--- src/rtl/stb_pkg.sv ---
package stb_pkg;
    localparam int N_SRC     = 3;
    localparam int OP_W      = N_SRC + 1;
    localparam int TIMER_IDX = 1;

    typedef enum logic {MODE_HALT = 1'b0, MODE_STOP = 1'b1} sleep_mode_e;

    typedef enum logic [1:0] {
        ACT_NONE    = 2'b00,
        ACT_RESUME  = 2'b01,
        ACT_RESTART = 2'b10
    } wake_act_e;

    typedef enum logic [1:0] {
        FL_HOLD, FL_SET, FL_CLR, FL_LOAD
    } flag_cmd_e;

    typedef struct packed {
        sleep_mode_e        mode;
        logic [N_SRC-1:0]   enables;
    } halt_cfg_t;

    function automatic halt_cfg_t unpack_op(input logic [OP_W-1:0] op);
        halt_cfg_t c;
        c.mode    = sleep_mode_e'(op[OP_W-1]);
        c.enables = op[N_SRC-1:0];
        return c;
    endfunction
endpackage

--- src/rtl/stb_release.sv ---
module stb_release
    import stb_pkg::*;
(
    input  halt_cfg_t        cfg,
    input  logic [N_SRC-1:0] src,
    output logic             hit
);
    logic [N_SRC-1:0] live;

    for (genvar i = 0; i < N_SRC; i++) begin : g_src
        if (i == TIMER_IDX) begin : g_timer
            assign live[i] = src[i] & cfg.enables[i] & (cfg.mode != MODE_STOP);
        end else begin : g_plain
            assign live[i] = src[i] & cfg.enables[i];
        end
    end

    assign hit = |live;
endmodule

--- src/rtl/stb_flag.sv ---
module stb_flag
    import stb_pkg::*;
(
    input  logic      clk,
    input  logic      rst,
    input  flag_cmd_e cmd,
    input  logic      wdata,
    output logic      flag
);
    always_ff @(posedge clk) begin
        if (rst) begin
            flag <= 1'b0;
        end else begin
            unique case (cmd)
                FL_SET:  flag <= 1'b1;
                FL_CLR:  flag <= 1'b0;
                FL_LOAD: flag <= wdata;
                default: flag <= flag;
            endcase
        end
    end
endmodule

--- src/rtl/stb_ctrl.sv ---
module stb_ctrl
    import stb_pkg::*;
(
    input  logic             clk,
    input  logic             rst,
    input  logic             halt_stb,
    input  logic [OP_W-1:0]  halt_op,
    input  logic [N_SRC-1:0] wake_src,
    input  logic             rst_req,
    input  logic             flag_wr,
    input  logic             flag_wdata,
    output logic             standby,
    output logic             osc_stop,
    output logic             cpu_gate,
    output logic             status_flag,
    output logic [1:0]       wake_act
);
    halt_cfg_t  new_cfg, held_cfg;
    logic       new_hit, held_hit;
    flag_cmd_e  fcmd;
    logic       fdata;
    logic       enter;
    wake_act_e  act_q, act_d;

    assign new_cfg = unpack_op(halt_op);

    stb_release u_new  (.cfg(new_cfg),  .src(wake_src), .hit(new_hit));
    stb_release u_held (.cfg(held_cfg), .src(wake_src), .hit(held_hit));

    always_comb begin
        fcmd  = FL_HOLD;
        fdata = flag_wdata;
        enter = 1'b0;
        act_d = ACT_NONE;
        if (rst_req) begin
            fcmd  = FL_CLR;
            act_d = ACT_RESTART;
        end else if (standby) begin
            if (held_hit) begin
                fcmd  = FL_SET;
                act_d = ACT_RESUME;
            end
        end else if (halt_stb) begin
            if (status_flag) begin
                fcmd  = FL_LOAD;
                fdata = new_hit;
            end else if (new_hit) begin
                fcmd  = FL_SET;
            end else begin
                enter = 1'b1;
            end
        end else if (flag_wr) begin
            fcmd = FL_LOAD;
        end
    end

    stb_flag u_flag (.clk(clk), .rst(rst), .cmd(fcmd), .wdata(fdata), .flag(status_flag));

    always_ff @(posedge clk) begin
        if (rst) begin
            standby  <= 1'b0;
            held_cfg <= '0;
            act_q    <= ACT_NONE;
        end else begin
            act_q <= act_d;
            if (rst_req || (standby && held_hit)) begin
                standby <= 1'b0;
            end else if (enter) begin
                standby  <= 1'b1;
                held_cfg <= new_cfg;
            end
        end
    end

    assign osc_stop = standby & (held_cfg.mode == MODE_STOP);
    assign cpu_gate = standby & (held_cfg.mode == MODE_HALT);
    assign wake_act = act_q;


    entry_needs_clear_flag_chk: assert property (@(posedge clk) disable iff (rst)
        $rose(standby) |-> !$past(status_flag));

    halt_ignored_asleep_chk: assert property (@(posedge clk) disable iff (rst)
        (standby && halt_stb && !rst_req && !held_hit) |=> (standby && $stable(osc_stop)));

    resume_sets_flag_chk: assert property (@(posedge clk) disable iff (rst)
        (wake_act == ACT_RESUME) |-> (status_flag && !standby));

    restart_awake_chk: assert property (@(posedge clk) disable iff (rst)
        (wake_act == ACT_RESTART) |-> (!standby && !status_flag));

    gate_exclusive_chk: assert property (@(posedge clk) disable iff (rst)
        standby |-> $onehot({osc_stop, cpu_gate}));

    act_pulse_chk: assert property (@(posedge clk) disable iff (rst)
        (wake_act != ACT_NONE) |=> (wake_act == ACT_NONE || $past(rst_req)));
endmodule

--- config.mk ---
export PLATFORM = sky130hd
export DESIGN_NAME = stb_ctrl
export DESIGN_NICKNAME = d
export VERILOG_FILES = /design/src/rtl/stb_pkg.sv /design/src/rtl/stb_release.sv /design/src/rtl/stb_flag.sv /design/src/rtl/stb_ctrl.sv
export SDC_FILE = /design/constraint.sdc
export NUM_CORES = 1
export LEC_CHECK = 0
export ABC_CLOCK_PERIOD_IN_PS = 3500
export CORE_AREA = 8 8 45 47
export CTS_BUF_LIST = sky130_fd_sc_hd__clkbuf_8 sky130_fd_sc_hd__clkbuf_16
export CTS_CLUSTER_DIAMETER = 150
export DETAILED_ROUTE_END_ITERATION = 10
export DIE_AREA = 0 0 53 55
export DONT_BUFFER_PORTS = 1
export PLACE_DENSITY = 0.53
export SLEW_MARGIN = 10
export SYNTH_ARGS = -nofsm -noshare
export SYNTH_HDL_FRONTEND = slang
export SYNTH_HIERARCHICAL = 1
export SYNTH_SLANG_ARGS = --single-unit
--- constraint.sdc ---
create_clock -name clk -period 3.5 [get_ports clk]
set_clock_uncertainty 0.15 [all_clocks]
set_input_delay 0.35 -clock clk [delete_from_list [all_inputs] [get_ports clk]]
set_output_delay 0.35 -clock clk [all_outputs]
set_load 0.05 [all_outputs]
# ---- After elaboration in Yosys (flattened, before gate mapping)
# Cells that the tools add are included.
dict set report totals {
  reg_bits 8
  input_bits 13
  output_inout_bits 6
  elab_cells 50
}
dict set report classes {
  n_eq_ne 3
  muxes 19
  bitwise 14
  n_reduce_logical 8
}
# operator count
set op_table {}
lappend op_table {{1-bit 2-to-1 mux} 12}
lappend op_table {{2-bit 2-to-1 mux} 6}
lappend op_table {{1-bit AND} 10}
lappend op_table {{3-bit OR reduction} 3}
lappend op_table {{2-bit == test, second input constant} 2}
lappend op_table {{1-bit inverter} 4}
lappend op_table {{1-bit case mux with 3 select lines} 1}
lappend op_table {{3-bit nonzero test} 1}
lappend op_table {{2-bit by 1-bit == test with 1-bit output, second input constant} 1}
lappend op_table {{2-bit AND reduction} 1}
lappend op_table {{2-bit OR reduction} 1}
lappend op_table {{1-bit logical AND} 1}
lappend op_table {{1-bit logical OR} 1}

# ---- Longest topological paths before layout
dict set report logic_depth {
  word_depth 10
  mapped_depth 7
  mapped_depth_nobuf 7
}

# ---- By module
# The synthesis kept the hierarchy.
# module n_inst cells_each area_per_inst_um2
set modules_own_cells {}
lappend modules_own_cells {stb_ctrl 1 39 370.4}
lappend modules_own_cells {stb_flag 1 4 36.3}
lappend modules_own_cells {stb_release 2 3 16.3}

# ---- Worst setup path before layout
# Ideal clock, no wire load.
dict set report synth_timing {
  path_kind {register to output}
  startpoint {reg standby}
  endpoint {out cpu_gate}
  t_arrival_ps 1484
  setup_slack_ps 1516
  path_stages_with_launch 3
  path_buffers 0
  path_cell_list {dfxtp_1 inv_1 nor2_1}
}
dict set report synth_between {
  elab_chain_len 1
}
# item line_no
set synth_rtl {}
lappend synth_rtl {{start: declaration} stb_ctrl.sv:12} ;# output logic standby,
lappend synth_rtl {{start signal: assignment} stb_ctrl.sv:61} ;# standby <= 1'b0;
lappend synth_rtl {{start signal: assignment} stb_ctrl.sv:67} ;# standby <= 1'b0;
lappend synth_rtl {{start signal: assignment} stb_ctrl.sv:69} ;# standby <= 1'b1;
lappend synth_rtl {{1-bit AND} stb_ctrl.sv:76} ;# assign cpu_gate = standby & (held_cfg.mode == MODE_HALT);
lappend synth_rtl {{end: declaration} stb_ctrl.sv:14} ;# output logic cpu_gate,
# Every way passes these cells.

# ---- Worst setup path after layout
# Same ends and word-level chain as after synthesis.

==> results by group <==
Critical path
  – CP max FO: 9
  – R2R Path End: u_flag/flag$_SDFFE_PP0P_
  – CP Cell Sequence: inv_1 > nor2_1
  – CP endpoint kind: output port
  – Arr. time, crit path: 1800 ps
  – Worst reg2reg startpoint: u_flag/flag$_SDFFE_PP0P_
  – R2r setup slk: 1690 ps
  – Kind of critical path: reg2out
  – Slowest stage delay, CP: 740 ps
  – CP max-delay cell: dfxtp_1
  – Worst path required time: 3000 ps
  – CP Launch Type: flip-flop
  – Worst-case reg-to-reg path depth: 5

Placement
  – Placed Area: 444.2 um2
  – Placer congestion estimate: 0.6341
  – Port bufs: 0
  – Post-detail-place hpwl: 840 um

Power
  – P_leak: 0.1869 nW
  – Cell Pwr Density: 490.4 nW/um2
  – Worst VDD drop: 214.6 uV
  – Total power draw: 0.2381 mW

Synth
  – Synth area leaders: dfxtp_1, mux2i_1, nand2b_1
  – Post-synth design cell area: 439.2 um2
  – Mux contribution to synthesized area: 0.1481
  – Synth Instances: 49
  – Largest family of logic cells by synthesized area: simple AND/OR/NAND/NOR gates
  – Synthesized area per cell: 8.963 um2
  – Yosys reg bits: 8
  – XOR/XNOR Fraction of Synth Area: 0
  – Simple-Gate Fraction of Synth Area: 0.2963
  – Compound-Gate Fraction of Synth Area: 0.1481
  – Sequential share of the synthesized area: 0.3647
  – Adder-Cell Fraction of Synth Area: 0
  – Top cell type by total area after synthesis: dfxtp_1
  – Synth Net Count: 62
  – Yosys warnings: 6
  – Post-synth top area share: 0.3647
  – Netlist cell types: 19

GRT
  – Overall routing resource usage: 0.08420
  – Initial antenna violation count: 0
  – First-pass GRT wire length: 1.738 mm
  – Grt ovf: 0
  – Via count of the first global-routing pass: 400
  – Largest net degree at the start of global routing: 13

Floorplanning
  – Chip height: 55 um
  – Boundary Pins: 19
  – Rows: 14
  – DIE AREA: 2915 um2
  – Die width: 53 um
  – Core Box Area: 1384 um2
  – Initial core utilization: 0.3174

Job
  – Max-cap viol count: 0

Routing
  – Routed vias: 346
  – Vias per cell: 5.242
  – Detail Route Antenna Nets: 0
  – Routed wire per std cell: 16.12 um
  – Total iterations of the first detailed-routing run: 4
  – Drt first-iter violations: 9
  – Final WL: 1.064 mm
  – DRC: 0

Worst hold path
  – Hold path cells: 1
  – HP Class: in2reg
  – Worst Hold Endpoint: u_flag/flag$_SDFFE_PP0P_
  – Hold path start: rst

Clock network
  – H-tree levels: 1
  – CTS tree: done
  – Post-CTS Setup Bufs: 0
  – Worst-Skew Late Latency: 220 ps
  – # resized after CTS: 0
  – TritonCTS Buffers: 3
  – Post-CTS Hold Fix Bufs: 0
  – CTS root buf: clkbuf_8
  – CTS Sinks: 8
  – CTS max path bufs: 2
  – Reg clk slew, reported paths: 40 ps

Timing
  – Fin. Hold Viols: 0
  – Slew @ Worst Pin: 899.5 ps
  – Fmax: 434.4 MHz
  – Final Setup Violations: 0
  – Max Transition Viols Final: 0
  – Final Cycle Share: 0.6577
  – Unrepaired setup endpoints after global routing: no
  – Fin crit period: 2302 ps
  – Slew HR: 0.3981
  – Total negative slack: 0 ps

Layout
  – Finished Cell Area: 485.5 um2
  – Fin nets: 65
  – Diode count: 0
  – Utilization after layout: 0.3508
  – Area added between synthesis and finish: 10.54%
  – Filler Cell Count: 154
  – Layout cell share with drive strength beyond 1: 0.08000

Run status
  – Status: completed
==> sequential cells by signal, summed over array words and instances (netlist names) <==
register / count
standby: 1
held_cfg: 4
u_flag/flag: 1
wake_act: 2
==> cell usage after synthesis <==
cell type and count:
and4bb_1 2, nand2_1 4, a22oi_1 2, inv_1 1
a31oi_1 1, and2_1 1, mux2_4 1, a21oi_1 2
a211o_1 1, nor3_1 2, clkbuf_1 1, o21bai_1 2
nor2_1 3, o21ai_1 2, buf_6 1, mux2i_1 5
nor2b_1 2, nand2b_1 8, dfxtp_1 8
==> logic make-up after synthesis <==
group | after synthesis
multiplexers | 6
flip-flops | 8
AND/OR/NAND/NOR | 22
AO/OA/AOI/OAI | 10
buffers and inverters | 3
==> where the power goes <==
part           leakage, nW  internal, mW  switching [mW]  total (mW)
clock network       0.0216        0.0744          0.0354       0.110
logic                0.100        0.0120          0.0106      0.0226
registers           0.0652        0.0954          0.0103       0.106
total                0.187         0.182          0.0563       0.238
==> layout by cell type, fill, tap and decap left out <==
cell      netlist  layout
a211o_1         1       1
a21oi_1         2       2
a22oi_1         2       2
a31oi_1         1       1
and2_1          1       1
and4bb_1        2       2
clkbuf_8        0       3
dfxtp_1         8       8
inv_1           1       1
mux2_4          1       1
mux2i_1         5       5
nand2_1         4       4
nand2b_1        8       8
nor2_1          3       3
nor2b_1         2       2
nor3_1          2       2
o21ai_1         2       2
o21bai_1        2       2
==> metal layers <==
layer	vias to the layer above	track usage	share of wire
li1	172	-	-
met1	158	0.08067	0.37
met2	14	0.1348	0.49
met3	2	0.02941	0.13
met4	0	0.09052	0.018
met5	-	0	0
==> cell type report <==
class / count / area (um2) / share of cell area
multi-input combinational: 38 / 260.3 / 0.5361
sequential: 8 / 160.2 / 0.3299
clock buffer: 3 / 41.29 / 0.08505
tap: 16 / 20.02 / 0.04124
inverter: 1 / 3.754 / 0.007732
==> critical path, delay by kind of cell (launching register included) <==
kind / cells / cell delay, ps
buffers and inverters: 1 / 130
flip-flops: 1 / 740
AND/OR/NAND/NOR: 1 / 710
==> metrics by stage <==
step	hold slack, ps	setup WS [ps]	instances
final	40.10	1198	66
after global routing	32.11	1084	66
after CTS	32.77	1177	66
after detailed placement	272.0	1417	63
after global placement	272.2	1413	63
after floorplan	269.1	1516	49
==> worst max path at each step <==
stage,to,slack [ps],cells past startpoint,from
4_1_cts,cpu_gate,1180,2,standby$_SDFFE_PP0P_
3_5_place_dp,cpu_gate,1420,2,standby$_SDFFE_PP0P_
5_1_grt,cpu_gate,1080,2,standby$_SDFFE_PP0P_
6_report,cpu_gate,1200,2,standby$_SDFFE_PP0P_
2_1_floorplan,cpu_gate,1520,2,standby$_SDFFE_PP0P_
3_3_place_gp,cpu_gate,1410,2,standby$_SDFFE_PP0P_
Power figures use the tool's default switching activity.
